### config.mk
export PLATFORM = sky130hd
export DESIGN_NAME = rst_exception_seq
export DESIGN_NICKNAME = d
export VERILOG_FILES = /design/src/rtl/rst_seq_pkg.sv /design/src/rtl/rst_seq_ctrl.sv /design/src/rtl/rst_seq_regs.sv /design/src/rtl/rst_seq_swpulse.sv /design/src/rtl/rst_exception_seq.sv
export SDC_FILE = /design/constraint.sdc
export NUM_CORES = 1
export LEC_CHECK = 0
export BUFFER_PORTS_ARGS = -buffer_cell sky130_fd_sc_hd__buf_2
export CAP_MARGIN = 5
export CORE_AREA = 3 3 120 122
export CTS_BUF_LIST = sky130_fd_sc_hd__clkbuf_16
export DETAILED_ROUTE_END_ITERATION = 16
export DIE_AREA = 0 0 123 125
export PLACE_DENSITY = 0.77
export SLEW_MARGIN = 10
export SYNTH_ARGS = -nofsm -noshare
export SYNTH_HDL_FRONTEND = slang
export SYNTH_SLANG_ARGS = --single-unit
export TNS_END_PERCENT = 20
### constraint.sdc
create_clock -name clk -period 3.25 [get_ports clk]
set_input_delay 0 -clock clk [delete_from_list [all_inputs] [get_ports clk]]
set_output_delay 0 -clock clk [all_outputs]
set_load 0.05 [all_outputs]
### src/rtl/rst_seq_pkg.sv
package rst_seq_pkg;

  localparam int unsigned SR_W       = 16;
  localparam int unsigned SR_T1_BIT  = 15;
  localparam int unsigned SR_T0_BIT  = 14;
  localparam int unsigned SR_S_BIT   = 13;
  localparam int unsigned SR_IPL_LO  = 8;
  localparam int unsigned SR_IPL_W   = 3;

  localparam logic [SR_W-1:0] SR_IPL_FIELD = SR_W'(((1 << SR_IPL_W) - 1) << SR_IPL_LO);
  localparam logic [SR_W-1:0] SR_RESET_VAL = SR_W'(1 << SR_S_BIT) | SR_IPL_FIELD;
  localparam logic [SR_W-1:0] SR_WR_MASK   = SR_W'(1 << SR_T1_BIT) | SR_W'(1 << SR_T0_BIT)
                                           | SR_W'(1 << SR_S_BIT) | SR_IPL_FIELD;

  typedef enum logic [3:0] {
    ST_HOLD  = 4'd0,
    ST_INIT  = 4'd1,
    ST_REQ0  = 4'd2,
    ST_RSP0  = 4'd3,
    ST_REQ1  = 4'd4,
    ST_RSP1  = 4'd5,
    ST_FETCH = 4'd6,
    ST_RUN   = 4'd7,
    ST_HALT  = 4'd8
  } seq_state_e;

  typedef enum logic [1:0] {
    WSEL_SR  = 2'd0,
    WSEL_VBR = 2'd1,
    WSEL_ISP = 2'd2,
    WSEL_PC  = 2'd3
  } wsel_e;

endpackage

### src/rtl/rst_seq_ctrl.sv
module rst_seq_ctrl
  import rst_seq_pkg::*;
#(
  parameter int unsigned ADDR_W = 32,
  parameter int unsigned DATA_W = 32
) (
  input  logic              clk,
  input  logic              hw_rst,
  input  logic              int_rst_req,
  input  logic              mem_req_ready,
  input  logic              mem_rsp_valid,
  input  logic              mem_rsp_berr,
  input  logic              mem_rsp_aerr,
  input  logic [DATA_W-1:0] vbr_q,
  output logic              mem_req_valid,
  output logic [ADDR_W-1:0] mem_req_addr,
  output logic              mem_rsp_ready,
  output logic              start_seq,
  output logic              load_isp,
  output logic              load_pc,
  output logic              fetch_start,
  output logic              core_run,
  output logic              halted
);

  localparam int unsigned WORD_BYTES = DATA_W / 8;

  seq_state_e st_q, st_d;
  logic abort, rsp_take, rsp_err;
  logic [ADDR_W-1:0] base_addr;

  assign abort    = int_rst_req && (st_q != ST_HALT) && (st_q != ST_HOLD);
  assign rsp_take = mem_rsp_valid && mem_rsp_ready;
  assign rsp_err  = mem_rsp_berr || mem_rsp_aerr;

  always_comb begin
    st_d = st_q;
    if (abort) begin
      st_d = ST_INIT;
    end else begin
      case (st_q)
        ST_HOLD:  st_d = ST_INIT;
        ST_INIT:  st_d = ST_REQ0;
        ST_REQ0:  if (mem_req_ready) st_d = ST_RSP0;
        ST_RSP0:  if (rsp_take) st_d = rsp_err ? ST_HALT : ST_REQ1;
        ST_REQ1:  if (mem_req_ready) st_d = ST_RSP1;
        ST_RSP1:  if (rsp_take) st_d = rsp_err ? ST_HALT : ST_FETCH;
        ST_FETCH: st_d = ST_RUN;
        ST_RUN:   st_d = ST_RUN;
        ST_HALT:  st_d = ST_HALT;
        default:  st_d = ST_HALT;
      endcase
    end
  end

  always_ff @(posedge clk) begin
    if (hw_rst) st_q <= ST_HOLD;
    else        st_q <= st_d;
  end

  assign base_addr     = vbr_q[ADDR_W-1:0];
  assign mem_req_valid = (st_q == ST_REQ0) || (st_q == ST_REQ1);
  assign mem_req_addr  = base_addr + ((st_q == ST_REQ1) ? ADDR_W'(WORD_BYTES) : '0);
  assign mem_rsp_ready = (st_q == ST_RSP0) || (st_q == ST_RSP1);

  assign start_seq   = (st_q == ST_HOLD) || abort;
  assign load_isp    = (st_q == ST_RSP0) && rsp_take && !rsp_err && !abort;
  assign load_pc     = (st_q == ST_RSP1) && rsp_take && !rsp_err && !abort;
  assign fetch_start = (st_q == ST_FETCH);
  assign core_run    = (st_q == ST_RUN);
  assign halted      = (st_q == ST_HALT);

endmodule

### src/rtl/rst_seq_regs.sv
module rst_seq_regs
  import rst_seq_pkg::*;
#(
  parameter int unsigned DATA_W = 32
) (
  input  logic              clk,
  input  logic              hw_rst,
  input  logic              start_seq,
  input  logic              load_isp,
  input  logic              load_pc,
  input  logic [DATA_W-1:0] vec_data,
  input  logic              wr_en,
  input  logic [1:0]        wr_sel,
  input  logic [DATA_W-1:0] wr_data,
  output logic [SR_W-1:0]   sr_q,
  output logic [DATA_W-1:0] vbr_q,
  output logic [DATA_W-1:0] isp_q,
  output logic [DATA_W-1:0] pc_q
);

  wsel_e sel;
  assign sel = wsel_e'(wr_sel);

  always_ff @(posedge clk) begin
    if (hw_rst) begin
      sr_q  <= SR_RESET_VAL;
      vbr_q <= '0;
      isp_q <= '0;
      pc_q  <= '0;
    end else if (start_seq) begin
      sr_q  <= SR_RESET_VAL;
      vbr_q <= '0;
    end else begin
      if (load_isp) isp_q <= vec_data;
      if (load_pc)  pc_q  <= vec_data;
      if (wr_en) begin
        case (sel)
          WSEL_SR:  sr_q  <= wr_data[SR_W-1:0] & SR_WR_MASK;
          WSEL_VBR: vbr_q <= wr_data;
          WSEL_ISP: isp_q <= wr_data;
          WSEL_PC:  pc_q  <= wr_data;
          default:  ;
        endcase
      end
    end
  end

endmodule

### src/rtl/rst_seq_swpulse.sv
module rst_seq_swpulse #(
  parameter int unsigned PULSE_CYC = 512
) (
  input  logic clk,
  input  logic hw_rst,
  input  logic trig,
  output logic reset_out
);

  localparam int unsigned CNT_W = $clog2(PULSE_CYC + 1);

  logic [CNT_W-1:0] cnt_q;

  always_ff @(posedge clk) begin
    if (hw_rst)                    cnt_q <= '0;
    else if (trig && cnt_q == '0)  cnt_q <= CNT_W'(PULSE_CYC);
    else if (cnt_q != '0)          cnt_q <= cnt_q - 1'b1;
  end

  assign reset_out = (cnt_q != '0);

endmodule

### src/rtl/rst_exception_seq.sv
module rst_exception_seq
  import rst_seq_pkg::*;
#(
  parameter int unsigned ADDR_W       = 32,
  parameter int unsigned DATA_W       = 32,
  parameter int unsigned SWRST_CYCLES = 512
) (
  input  logic              clk,
  input  logic              hw_rst,
  input  logic              int_rst_req,
  input  logic              sw_reset_cmd,
  input  logic              core_wr_en,
  input  logic [1:0]        core_wr_sel,
  input  logic [DATA_W-1:0] core_wr_data,
  output logic              mem_req_valid,
  input  logic              mem_req_ready,
  output logic [ADDR_W-1:0] mem_req_addr,
  input  logic              mem_rsp_valid,
  output logic              mem_rsp_ready,
  input  logic [DATA_W-1:0] mem_rsp_data,
  input  logic              mem_rsp_berr,
  input  logic              mem_rsp_aerr,
  output logic [15:0]       sr_q,
  output logic [DATA_W-1:0] vbr_q,
  output logic [DATA_W-1:0] isp_q,
  output logic [DATA_W-1:0] pc_q,
  output logic              fetch_start,
  output logic              core_run,
  output logic              halted,
  output logic              reset_out
);

  logic start_seq, load_isp, load_pc;
  logic run_wr_en, sw_trig;

  rst_seq_ctrl #(.ADDR_W(ADDR_W), .DATA_W(DATA_W)) u_ctrl (
    .clk           (clk),
    .hw_rst        (hw_rst),
    .int_rst_req   (int_rst_req),
    .mem_req_ready (mem_req_ready),
    .mem_rsp_valid (mem_rsp_valid),
    .mem_rsp_berr  (mem_rsp_berr),
    .mem_rsp_aerr  (mem_rsp_aerr),
    .vbr_q         (vbr_q),
    .mem_req_valid (mem_req_valid),
    .mem_req_addr  (mem_req_addr),
    .mem_rsp_ready (mem_rsp_ready),
    .start_seq     (start_seq),
    .load_isp      (load_isp),
    .load_pc       (load_pc),
    .fetch_start   (fetch_start),
    .core_run      (core_run),
    .halted        (halted)
  );

  assign run_wr_en = core_wr_en && core_run;

  rst_seq_regs #(.DATA_W(DATA_W)) u_regs (
    .clk       (clk),
    .hw_rst    (hw_rst),
    .start_seq (start_seq),
    .load_isp  (load_isp),
    .load_pc   (load_pc),
    .vec_data  (mem_rsp_data),
    .wr_en     (run_wr_en),
    .wr_sel    (core_wr_sel),
    .wr_data   (core_wr_data),
    .sr_q      (sr_q),
    .vbr_q     (vbr_q),
    .isp_q     (isp_q),
    .pc_q      (pc_q)
  );

  assign sw_trig = sw_reset_cmd && core_run;

  rst_seq_swpulse #(.PULSE_CYC(SWRST_CYCLES)) u_swp (
    .clk       (clk),
    .hw_rst    (hw_rst),
    .trig      (sw_trig),
    .reset_out (reset_out)
  );

endmodule

==> impl_metrics.csv, run 1 <==
group,metric,value,unit
status,status,"finished clean",
timing,worstMarginPinSlew,0.8920,ns
global_route,grt_max_degree,72,
layout,fillers,992,
place,gp_congestion,0.8142,
floorplan,row_count,42,
place,dp_slack,0.4433,ns
power_and_ir_drop,power.switching,0.002680,W
cts,path_clk_slew,0.05,ns
global_route,grt_pass1_vias,6593,
timing,finalSetupTns,0,ns
power_and_ir_drop,clock_power_share,29.1,%
timing,setup_slack,0.1627,ns
worst_setup_path,crit_type,"flop to primary output",
cts,clockRootBuffer,"clkbuf_16",
power_and_ir_drop,irDropWorstVdd,0.4727,mV
place,hpwl,14.44,mm
cts,clockBufferDepth,2,
min_path,hp-class,"primary input to flop",
timing,fin_crit,3.087,ns
logic_synthesis,synth_area,6940,µm²
timing,post-route-period-util,94.99,%
layout,nNetsFinal,1076,
worst_setup_path,cp-end-kind,"primary output",
logic_synthesis,ys_ff_latch,116,
worst_setup_path,slowest_delay,0.52,ns
timing,maxSlewViolCount,0,
logic_synthesis,async_flop_share,0,%
timing,slew_headroom,40.54,%
logic_synthesis,synth.most_common_cell,"mux2i_1",
layout,syn2layout_area_growth,34.70,%
logic_synthesis,ys.warnings.count,0,
power_and_ir_drop,pwr-share-comb,41.0,%
job,drv_cap,0,
logic_synthesis,postSynthCellCount,743,
cts,numCtsBuffers,17,
power_and_ir_drop,p_leak,4.277,nW
power_and_ir_drop,p_per_area,690.6,nW/µm²
floorplan,ioPinCount,225,
worst_setup_path,worstSetupStartpointType,"flop",
global_route,grt_pass1_wl,35.05,mm
logic_synthesis,ys_seq_area_share,33.46,%
logic_synthesis,yosys-top-cells-area,"dfxtp_1 33%, mux2i_1 19%, nand4b_1 8.3%",
logic_synthesis,synthFlopType,"dfxtp_1",
routing,drc,0,
routing,first_pass_iters,6,
layout,fin_util,70.32,%
power_and_ir_drop,p_sw_share,41.51,%
logic_synthesis,synth_top_cell_by_area,"dfxtp_1",
routing,num_vias,7011,
global_route,antenna_found_initial,2,
power_and_ir_drop,seq_power_share,29.9,%
timing,grt_setup_unrepaired,"no",
worst_setup_path,cp_common_cell,"ha_1",
logic_synthesis,synthTopCellsByCount,"134 x mux2i_1, 116 x dfxtp_1, 84 x nand2_1",
timing,finalClockSkew,0.009282,ns
place,io_buffers,214,
floorplan,start_util,52.20,%
routing,viasPerCell,5.902,
timing,hold_viol,0,
worst_setup_path,slowest_stage,"or4_4",
cts,cts_tree,"built",
routing,ant_nets,0,
routing,avgRoutedWirePerCell,19.09,µm
worst_setup_path,worstPathArrival,3.09,ns
logic_synthesis,yosysUniqueCellTypes,59,
global_route,grt_use_total,28.56,%
routing,drt-initial-drc-count,559,
logic_synthesis,synth_top_area_share,33.46,%
logic_synthesis,synth_area_per_cell,9.341,µm²
floorplan,die_h,125,µm
timing,setup_viol,0,
floorplan,core,13300,µm²
global_route,overflow,0,
worst_setup_path,cp_max_fo,11,
timing,fmax,323.9,MHz
worst_setup_path,cp_cell_sequence,"nor4_4 -> ha_1 -> ha_1 -> nand2_1 -> or4_4 -> nor4_2 -> xor2_1 -> buf_2",
layout,drive_gt1_share,30.69,%
cts,htree_num_levels,4,
floorplan,die_w,123,µm
routing,wirelength,22.68,mm
logic_synthesis,synth_edf_count,0,
cts,clk_latency,0.42,ns
cts,cts_sinks,116,
worst_setup_path,required,3.25,ns
floorplan,die_area,15380,µm²
power_and_ir_drop,internal-power,0.003777,W
[sequential cells by signal, indices dropped and copies added (netlist names)]
| register | cells |
|---|---|
| u_ctrl.st_q | 4 |
| u_swp.cnt_q | 10 |
| u_regs.vbr_q | 32 |
| u_regs.pc_q | 32 |
| u_regs.isp_q | 32 |
| u_regs.sr_q | 6 |
[repair_timing]
item / 4_1_cts / 5_1_grt
gates resized for setup: 1 / 8
cloned: 0 / 0
endpoints found under the setup margin: 1 / 12
hold endpoints to repair: 104 / 0
setup buffers: 0 / 1
hold buffers: 68 / 0
pin swaps: 0 / 1
[worst max-delay path, delay by kind of cell (launching register included)]
kind	cells	cell delay, ns
and+or+nand+nor	4	1.29
adders and majority gates	2	0.49
DFF	1	0.39
buffers and inverters	1	0.29
xor gates and xnor gates	1	0.19
[cells in the final DEF, fill, tap and decap left out, types with 5 or more instances in the layout]
cell and n:
dlygate4sd3_1 68, buf_4 21, clkinv_2 5, buf_2 212
nand4b_1 66, a211oi_1 52, xor2_1 17, nand2_1 84
inv_1 9, nor3_1 12, conb_1 10, nor4_2 6
xnor2_1 16, clkbuf_16 17, nand3_1 9, mux2i_1 134
a21oi_1 39, a211oi_2 13, nor2_1 21, dfxtp_1 115
[power groups by stage]
stage | clock network [W] | registers, W | logic (W)
floorplan | 0 | 0.00264 | 0.00133
global placement | 0 | 0.00194 | 0.00252
detailed placement | 0 | 0.00195 | 0.00255
CTS | 0.00189 | 0.00192 | 0.00263
global route | 0.00197 | 0.00197 | 0.00281
finish | 0.00188 | 0.00193 | 0.00265
[area by class of cell]
| class | instances | area (µm²) | share of cell area (%) |
|---|---|---|---|
| inverter | 8 | 30.03 | 0.3212 |
| clock buffer | 17 | 425.4 | 4.550 |
| clock inverter | 15 | 166.4 | 1.780 |
| sequential | 116 | 2323 | 24.85 |
| antenna | 2 | 5.005 | 0.05353 |
| timing repair buffer | 305 | 1954 | 20.90 |
| tap | 176 | 220.2 | 2.355 |
| multi-input combinational | 549 | 4224 | 45.18 |
[final timing paths]
check / startpoint / end / slack, ns / cells past startpoint
max reg2reg: u_ctrl.st_q[0] / u_swp.cnt_q[1] / 0.77 / 6
min: mem_rsp_berr / u_ctrl.st_q[2] / 0.04 / 4
max: u_ctrl.st_q[1] / mem_req_addr[30] / 0.16 / 8
min reg2reg: u_regs.vbr_q[12] / u_regs.vbr_q[12] / 0.46 / 2
[per-stage QoR]
| step | hold WS (ns) | cells | power (W) | cell area (µm²) |
|---|---|---|---|---|
| after floorplan | 0.1275 | 752 | 0.003973 | 6974 |
| after global placement | 0.2611 | 1085 | 0.004462 | 8019 |
| after detailed placement | 0.2681 | 1085 | 0.004493 | 8019 |
| after CTS | 0.01997 | 1185 | 0.006443 | 9298 |
| after global routing | 0.03897 | 1188 | 0.006747 | 9349 |
| final | 0.04173 | 1188 | 0.006457 | 9349 |
[cell families (layout without fill, tap and decap cells)]
logic type                 count (synthesis)  in the layout  synth area share, %
and+or+nand+nor                          241            241                21.53
muxes                                    135            135                19.49
AOI/OAI and AO/OA                        126            126                13.58
DFF                                      116            116                33.46
buffers and inverters                     87            345                7.013
xor gates and xnor gates                  33             33                4.164
adders and majority gates                  4              4               0.7211
other                                      1             12              0.05403
[routing by layer]
metal	vias to the layer above	track usage [%]	wire, µm
met2	382	47.35	11010
met1	3337	36.65	9128
li1	3247	-	-
met4	0	9.772	410
met3	45	6.188	2135
met5	-	0	0
(Power assumes the default switching activity.)
==> run 2, diff against run 1 <==
--- a/config.mk
+++ b/config.mk
@@ -7,13 +7,14 @@
 export LEC_CHECK = 0
 export BUFFER_PORTS_ARGS = -buffer_cell sky130_fd_sc_hd__buf_2
 export CAP_MARGIN = 5
-export CORE_AREA = 3 3 120 122
+export CORE_AREA = 3 3 117 119
 export CTS_BUF_LIST = sky130_fd_sc_hd__clkbuf_16
 export DETAILED_ROUTE_END_ITERATION = 16
-export DIE_AREA = 0 0 123 125
+export DIE_AREA = 0 0 120 122
 export PLACE_DENSITY = 0.77
 export SLEW_MARGIN = 10
 export SYNTH_ARGS = -nofsm -noshare
 export SYNTH_HDL_FRONTEND = slang
+export SYNTH_HIERARCHICAL = 1
 export SYNTH_SLANG_ARGS = --single-unit
 export TNS_END_PERCENT = 20
==> impl_metrics.csv, run 2 <==
group,metric,value,unit
status,status,"finished clean",
power_and_ir_drop,seq_power_share,37.5,%
logic_synthesis,synth_edf_count,0,
power_and_ir_drop,internal-power,0.002946,W
routing,first_pass_iters,6,
layout,nNetsFinal,1123,
timing,maxSlewViolCount,0,
cts,clockBufferDepth,2,
logic_synthesis,ys_seq_area_share,36.01,%
global_route,grt_use_total,27.19,%
global_route,grt_max_degree,67,
cts,clockRootBuffer,"clkbuf_16",
place,place_inst,1132,
timing,fin_crit,3.016,ns
worst_setup_path,worstSetupStartpointType,"flop",
global_route,grt_pass1_wl,32.07,mm
logic_synthesis,yosys-top-cells-area,"dfxtp_1 36%, nand2_1 8.4%, a211oi_2 6.2%",
power_and_ir_drop,pwr-share-comb,18.4,%
layout,antenna_cells,0,
timing,finalSetupTns,0,ns
routing,ant_nets,0,
worst_setup_path,required,3.25,ns
logic_synthesis,synth_top_cell_by_area,"dfxtp_1",
worst_setup_path,cp_max_fo,10,
global_route,overflow,0,
routing,num_vias,6858,
logic_synthesis,async_flop_share,0,%
job,drv_cap,0,
routing,viasPerCell,5.580,
timing,worstMarginPinSlew,0.7767,ns
global_route,antenna_found_initial,0,
place,gp_congestion,0.8306,
floorplan,ioPinCount,225,
routing,drt-initial-drc-count,763,
timing,fmax,331.6,MHz
floorplan,die_h,122,µm
cts,cts_tree,"built",
timing,post-route-period-util,92.79,%
cts,clk_latency,0.41,ns
routing,avgRoutedWirePerCell,16.76,µm
layout,layout_commonest_cell,"buf_2",
logic_synthesis,synth.most_common_cell,"nand2_1",
worst_setup_path,crit_end,"mem_req_addr[26]",
timing,hold_viol,0,
power_and_ir_drop,irDropWorstVdd,0.3442,mV
power_and_ir_drop,p_per_area,468.9,nW/µm²
worst_setup_path,cp-end-kind,"primary output",
worst_setup_path,crit_type,"flop to primary output",
timing,grt_setup_unrepaired,"no",
layout,top_regs,"u_regs/isp_q: 32 flops, u_regs/pc_q: 32 flops, u_regs/vbr_q: 32 flops",
floorplan,start_util,50.89,%
place,io_buffers,214,
worst_setup_path,worstRegToRegCells,7,
layout,final_cell_count_no_fill,1229,
worst_setup_path,reg2reg_from,"u_ctrl/st_q[2]",
floorplan,die_w,120,µm
place,hpwl,13.33,mm
layout,syn2layout_area_growth,35.29,%
cts,numCtsBuffers,17,
layout,drive_gt1_share,28.95,%
logic_synthesis,ys_ff_latch,116,
timing,slew_headroom,47.75,%
cts,cts_sinks,116,
power_and_ir_drop,clock_power_share,44.1,%
logic_synthesis,synthTopCellsByCount,"145 x nand2_1, 116 x dfxtp_1, 68 x o21ai_0",
power_and_ir_drop,p_sw_share,27.99,%
logic_synthesis,ys.warnings.count,6,
min_path,hp-class,"primary input to flop",
floorplan,die_area,14640,µm²
timing,setup_viol,0,
logic_synthesis,yosysUniqueCellTypes,58,
global_route,grt_pass1_vias,6251,
routing,wirelength,20.60,mm
logic_synthesis,postSynthCellCount,802,
floorplan,row_count,41,
worst_setup_path,worstPathArrival,3.02,ns
worst_setup_path,crit_start,"u_ctrl/st_q[2]",
floorplan,core,12670,µm²
power_and_ir_drop,p_leak,3.522,nW
logic_synthesis,synthFlopType,"dfxtp_1",
power_and_ir_drop,power.switching,0.001145,W
worst_setup_path,reg2reg_to,"u_regs/isp_q[16]",
timing,finalClockSkew,0.007151,ns
worst_setup_path,r2r_slack,0.78,ns
cts,path_clk_slew,0.05,ns
routing,drc,0,
layout,final_cell_mix,"214 x buf_2, 145 x nand2_1, 116 x dfxtp_1, 67 x o21ai_0, 66 x dlygate4sd3_1",
logic_synthesis,synth_area,6449,µm²
cts,postCtsSetupBuffers,0,
logic_synthesis,synth_top_area_share,36.01,%
cts,htree_num_levels,4,
logic_synthesis,synth_area_per_cell,8.041,µm²
[run 2: worst min path at each step]
| stage | slack [ns] | startpoint | cells past startpoint | end |
|---|---|---|---|---|
| after CTS | 0.006 | mem_rsp_berr | 4 | u_ctrl/st_q[1] |
| final | 0.04 | mem_rsp_berr | 4 | u_ctrl/st_q[1] |
| after global placement | 0.27 | core_wr_data[17] | 3 | u_regs/vbr_q[17] |
| after floorplan | 0.07 | hw_rst | 1 | u_ctrl/st_q[0] |
| after global routing | 0.04 | mem_rsp_berr | 4 | u_ctrl/st_q[1] |
| after detailed placement | 0.27 | core_wr_data[17] | 3 | u_regs/vbr_q[17] |
[run 2: cell families after synthesis]
logic type,count (synthesis),synth area share [%]
AOI/OAI and AO/OA,257,26.97
xor gates and xnor gates,29,3.939
adders and majority gates,3,0.5821
buffers and inverters,86,7.257
DFF,116,36.01
muxes,6,0.9314
other,1,0.05815
and+or+nand+nor,304,24.25
[run 2: stage by stage]
| step | instance area, µm² | hold WS, ns | worst slack (ns) | util (%) | total power [W] |
|---|---|---|---|---|---|
| final | 8725 | 0.04286 | 0.2344 | 68.86 | 0.004091 |
| after global placement | 7495 | 0.2656 | 0.8007 | 59.15 | 0.002236 |
| after detailed placement | 7495 | 0.2731 | 0.6871 | 59.15 | 0.002242 |
| after floorplan | 6482 | 0.06941 | 0.7894 | - | 0.002053 |
| after CTS | 8725 | 0.005758 | 0.2366 | 68.86 | 0.004115 |
| after global routing | 8725 | 0.04110 | 0.04324 | 68.86 | 0.004263 |
[run 2: critical path: stages, from the launching register on]
cell	delay, ns
dfxtp_1	0.50
nand2b_1	0.16
nor3_1	0.21
and2_1	0.16
ha_1	0.19
inv_1	0.06
nor3_2	0.61
nand4_1	0.22
xnor2_1	0.21
buf_2	0.29
[run 2: area by class of cell]
| type | count | area (µm²) |
|---|---|---|
| tap | 172 | 215.2 |
| multi-input combinational | 609 | 3725 |
| timing repair buffer | 292 | 1859 |
| fill | 1062 | 3946 |
| clock buffer | 17 | 425.4 |
| inverter | 9 | 33.78 |
| clock inverter | 14 | 143.9 |
| sequential | 116 | 2322 |
[run 2: timing repair]
| item | 4_1_cts | 5_1_grt |
|---|---|---|
| hold endpoints to repair | 104 | 0 |
| resized for setup | 0 | 0 |
| hold buffers | 66 | 0 |
[run 2: metal layers]
metal / GRT usage [%] / vias to the layer above / routed length, µm
met5: 0 / - / 0
met4: 10.81 / 0 / 478
met3: 5.525 / 34 / 1486
met2: 45.24 / 316 / 10180
met1: 34.71 / 3171 / 8456
li1: - / 3337 / -
[run 2: power by group through the flow]
stage	sequential, W	clock, W	combinational [W]
2_1_floorplan	0.00155	0	0.000508
3_5_place_dp	0.00156	0	0.000680
4_1_cts	0.00153	0.00184	0.000746
5_1_grt	0.00154	0.00190	0.000822
6_report	0.00153	0.00180	0.000752
3_3_place_gp	0.00156	0	0.000678
==> run 3, diff against run 2 <==
==> constraint.sdc (replaced) <==
create_clock -name clk -period 2.98 [get_ports clk]
set_input_delay 0 -clock clk [delete_from_list [all_inputs] [get_ports clk]]
set_output_delay 0 -clock clk [all_outputs]
set_load 0.05 [all_outputs]
==> impl_metrics.csv, run 3 (same netlist as run 2, synthesis figures left out) <==
group,metric,value,unit
floorplan,die_h,122,µm
routing,ant_nets,0,
floorplan,ioPinCount,225,
status,status,"finished clean",
global_route,antenna_found_initial,0,
cts,clockRootBuffer,"clkbuf_16",
place,dp_slack,0.6114,ns
power_and_ir_drop,irDropWorstVdd,0.4804,mV
global_route,grt_pass1_wl,33.13,mm
cts,numCtsBuffers,17,
routing,wirelength,21.13,mm
cts,cts_tree,"built",
global_route,grt_max_degree,65,
place,io_buffers,214,
layout,top_regs,"u_regs/isp_q: 32 flops, u_regs/pc_q: 32 flops, u_regs/vbr_q: 32 flops",
timing,setup_viol,0,
floorplan,row_count,41,
routing,num_vias,7009,
cts,cts_sinks,116,
timing,maxSlewViolCount,0,
layout,fin_util,68.83,%
timing,setup_slack,0.2968,ns
job,drv_cap,0,
worst_setup_path,cp-end-kind,"primary output",
global_route,grt_use_total,28.20,%
timing,slew_headroom,39.39,%
routing,drt-initial-drc-count,552,
timing,finalSetupTns,0,ns
cts,path_clk_slew,0.05,ns
place,hpwl,13.76,mm
worst_setup_path,crit_type,"flop to primary output",
worst_setup_path,reg2reg_from,"u_ctrl/st_q[2]",
worst_setup_path,worstRegToRegCells,7,
global_route,overflow,0,
timing,fin_crit,2.683,ns
place,placed_area,7535,µm²
floorplan,die_area,14640,µm²
layout,fin_area,8721,µm²
layout,syn2layout_area_growth,35.23,%
routing,viasPerCell,5.666,
timing,worstMarginPinSlew,0.9008,ns
cts,htree_num_levels,4,
worst_setup_path,r2r_slack,0.50,ns
global_route,grt_pass1_vias,6586,
routing,drc,0,
min_path,min_path_cells,4,
place,gp_congestion,0.8571,
timing,hold_viol,0,
worst_setup_path,worstPathArrival,2.68,ns
worst_setup_path,worstSetupStartpointType,"flop",
worst_setup_path,cp_max_fo,14,
power_and_ir_drop,p_per_area,491.0,nW/µm²
routing,avgRoutedWirePerCell,17.08,µm
layout,antenna_cells,0,
min_path,min_from,"mem_rsp_berr",
timing,fmax,372.7,MHz
worst_setup_path,reg2reg_to,"u_regs/isp_q[29]",
layout,nNetsFinal,1132,
min_path,hp-class,"primary input to flop",
power_and_ir_drop,p_leak,3.555,nW
floorplan,die_w,120,µm
layout,layout_commonest_cell,"buf_2",
timing,finalClockSkew,0.006064,ns
cts,clk_latency,0.42,ns
worst_setup_path,required,2.98,ns
floorplan,core,12670,µm²
timing,grt_setup_unrepaired,"no",
routing,first_pass_iters,7,
layout,final_cell_mix,"214 x buf_2, 145 x nand2_1, 116 x dfxtp_1, 68 x dlygate4sd3_1, 67 x o21ai_0",
cts,clockBufferDepth,2,
layout,drive_gt1_share,29.01,%
floorplan,start_util,50.89,%
timing,post-route-period-util,90.04,%
min_path,whs_endpoint,"u_ctrl/st_q[1]",
cts,ctsResizeCount,0,
## run 3: layout make-up
type	count	area [µm²]
clock buffer	17	425.4
clock inverter	13	80.08
fill	1060	3950
inverter	9	33.78
multi-input combinational	609	3725
sequential	116	2322
tap	172	215.2
timing repair buffer	301	1919
## run 3: where the power goes
part           switching (W)  internal (W)
clock               0.000666       0.00110
combinational       0.000512      0.000334
sequential         0.0000671       0.00160
## run 3: repair_timing
item                      4_1_cts  5_1_grt
hold buffers                   68        0
hold endpoints to repair      111        0
setup buffers                   0        0
## run 3: worst max-delay path by stage
stage,endpoint,slack [ns],startpoint
final,mem_req_addr[17],0.30,u_ctrl/st_q[2]
after global routing,mem_req_addr[18],0.09,u_ctrl/st_q[2]
after CTS,mem_req_addr[26],0.34,u_ctrl/st_q[2]
after detailed placement,u_regs/isp_q[31],0.61,u_ctrl/st_q[2]
after global placement,u_regs/isp_q[31],0.76,u_ctrl/st_q[2]
after floorplan,mem_req_addr[26],0.52,u_regs/vbr_q[2]
## run 3: stage by stage
| stage | power, W | hold slack (ns) | cells |
|---|---|---|---|
| 2_1_floorplan | 0.002239 | 0.06941 | 811 |
| 3_3_place_gp | 0.002446 | 0.2639 | 1139 |
| 3_5_place_dp | 0.002458 | 0.2673 | 1139 |
| 4_1_cts | 0.004292 | 0.01044 | 1237 |
| 5_1_grt | 0.004457 | 0.05745 | 1237 |
| 6_report | 0.004282 | 0.02272 | 1237 |
## run 3: worst max-delay path, cell delays in order (launching register included)
cell	delay (ns)
dfxtp_1	0.50
nand2b_1	0.17
nor3_1	0.21
ha_1	0.23
nand2_1	0.11
nor3_2	0.13
buf_4	0.24
nand4_1	0.18
xnor2_1	0.19
buf_2	0.30
## run 3: metal layers
metal,global-route usage [%],vias to the layer above,routed length (µm)
met5,0,-,0
met4,12.74,0,621
met3,7.242,53,1626
met2,47.03,364,10180
met1,34.33,3235,8696
li1,-,3357,-
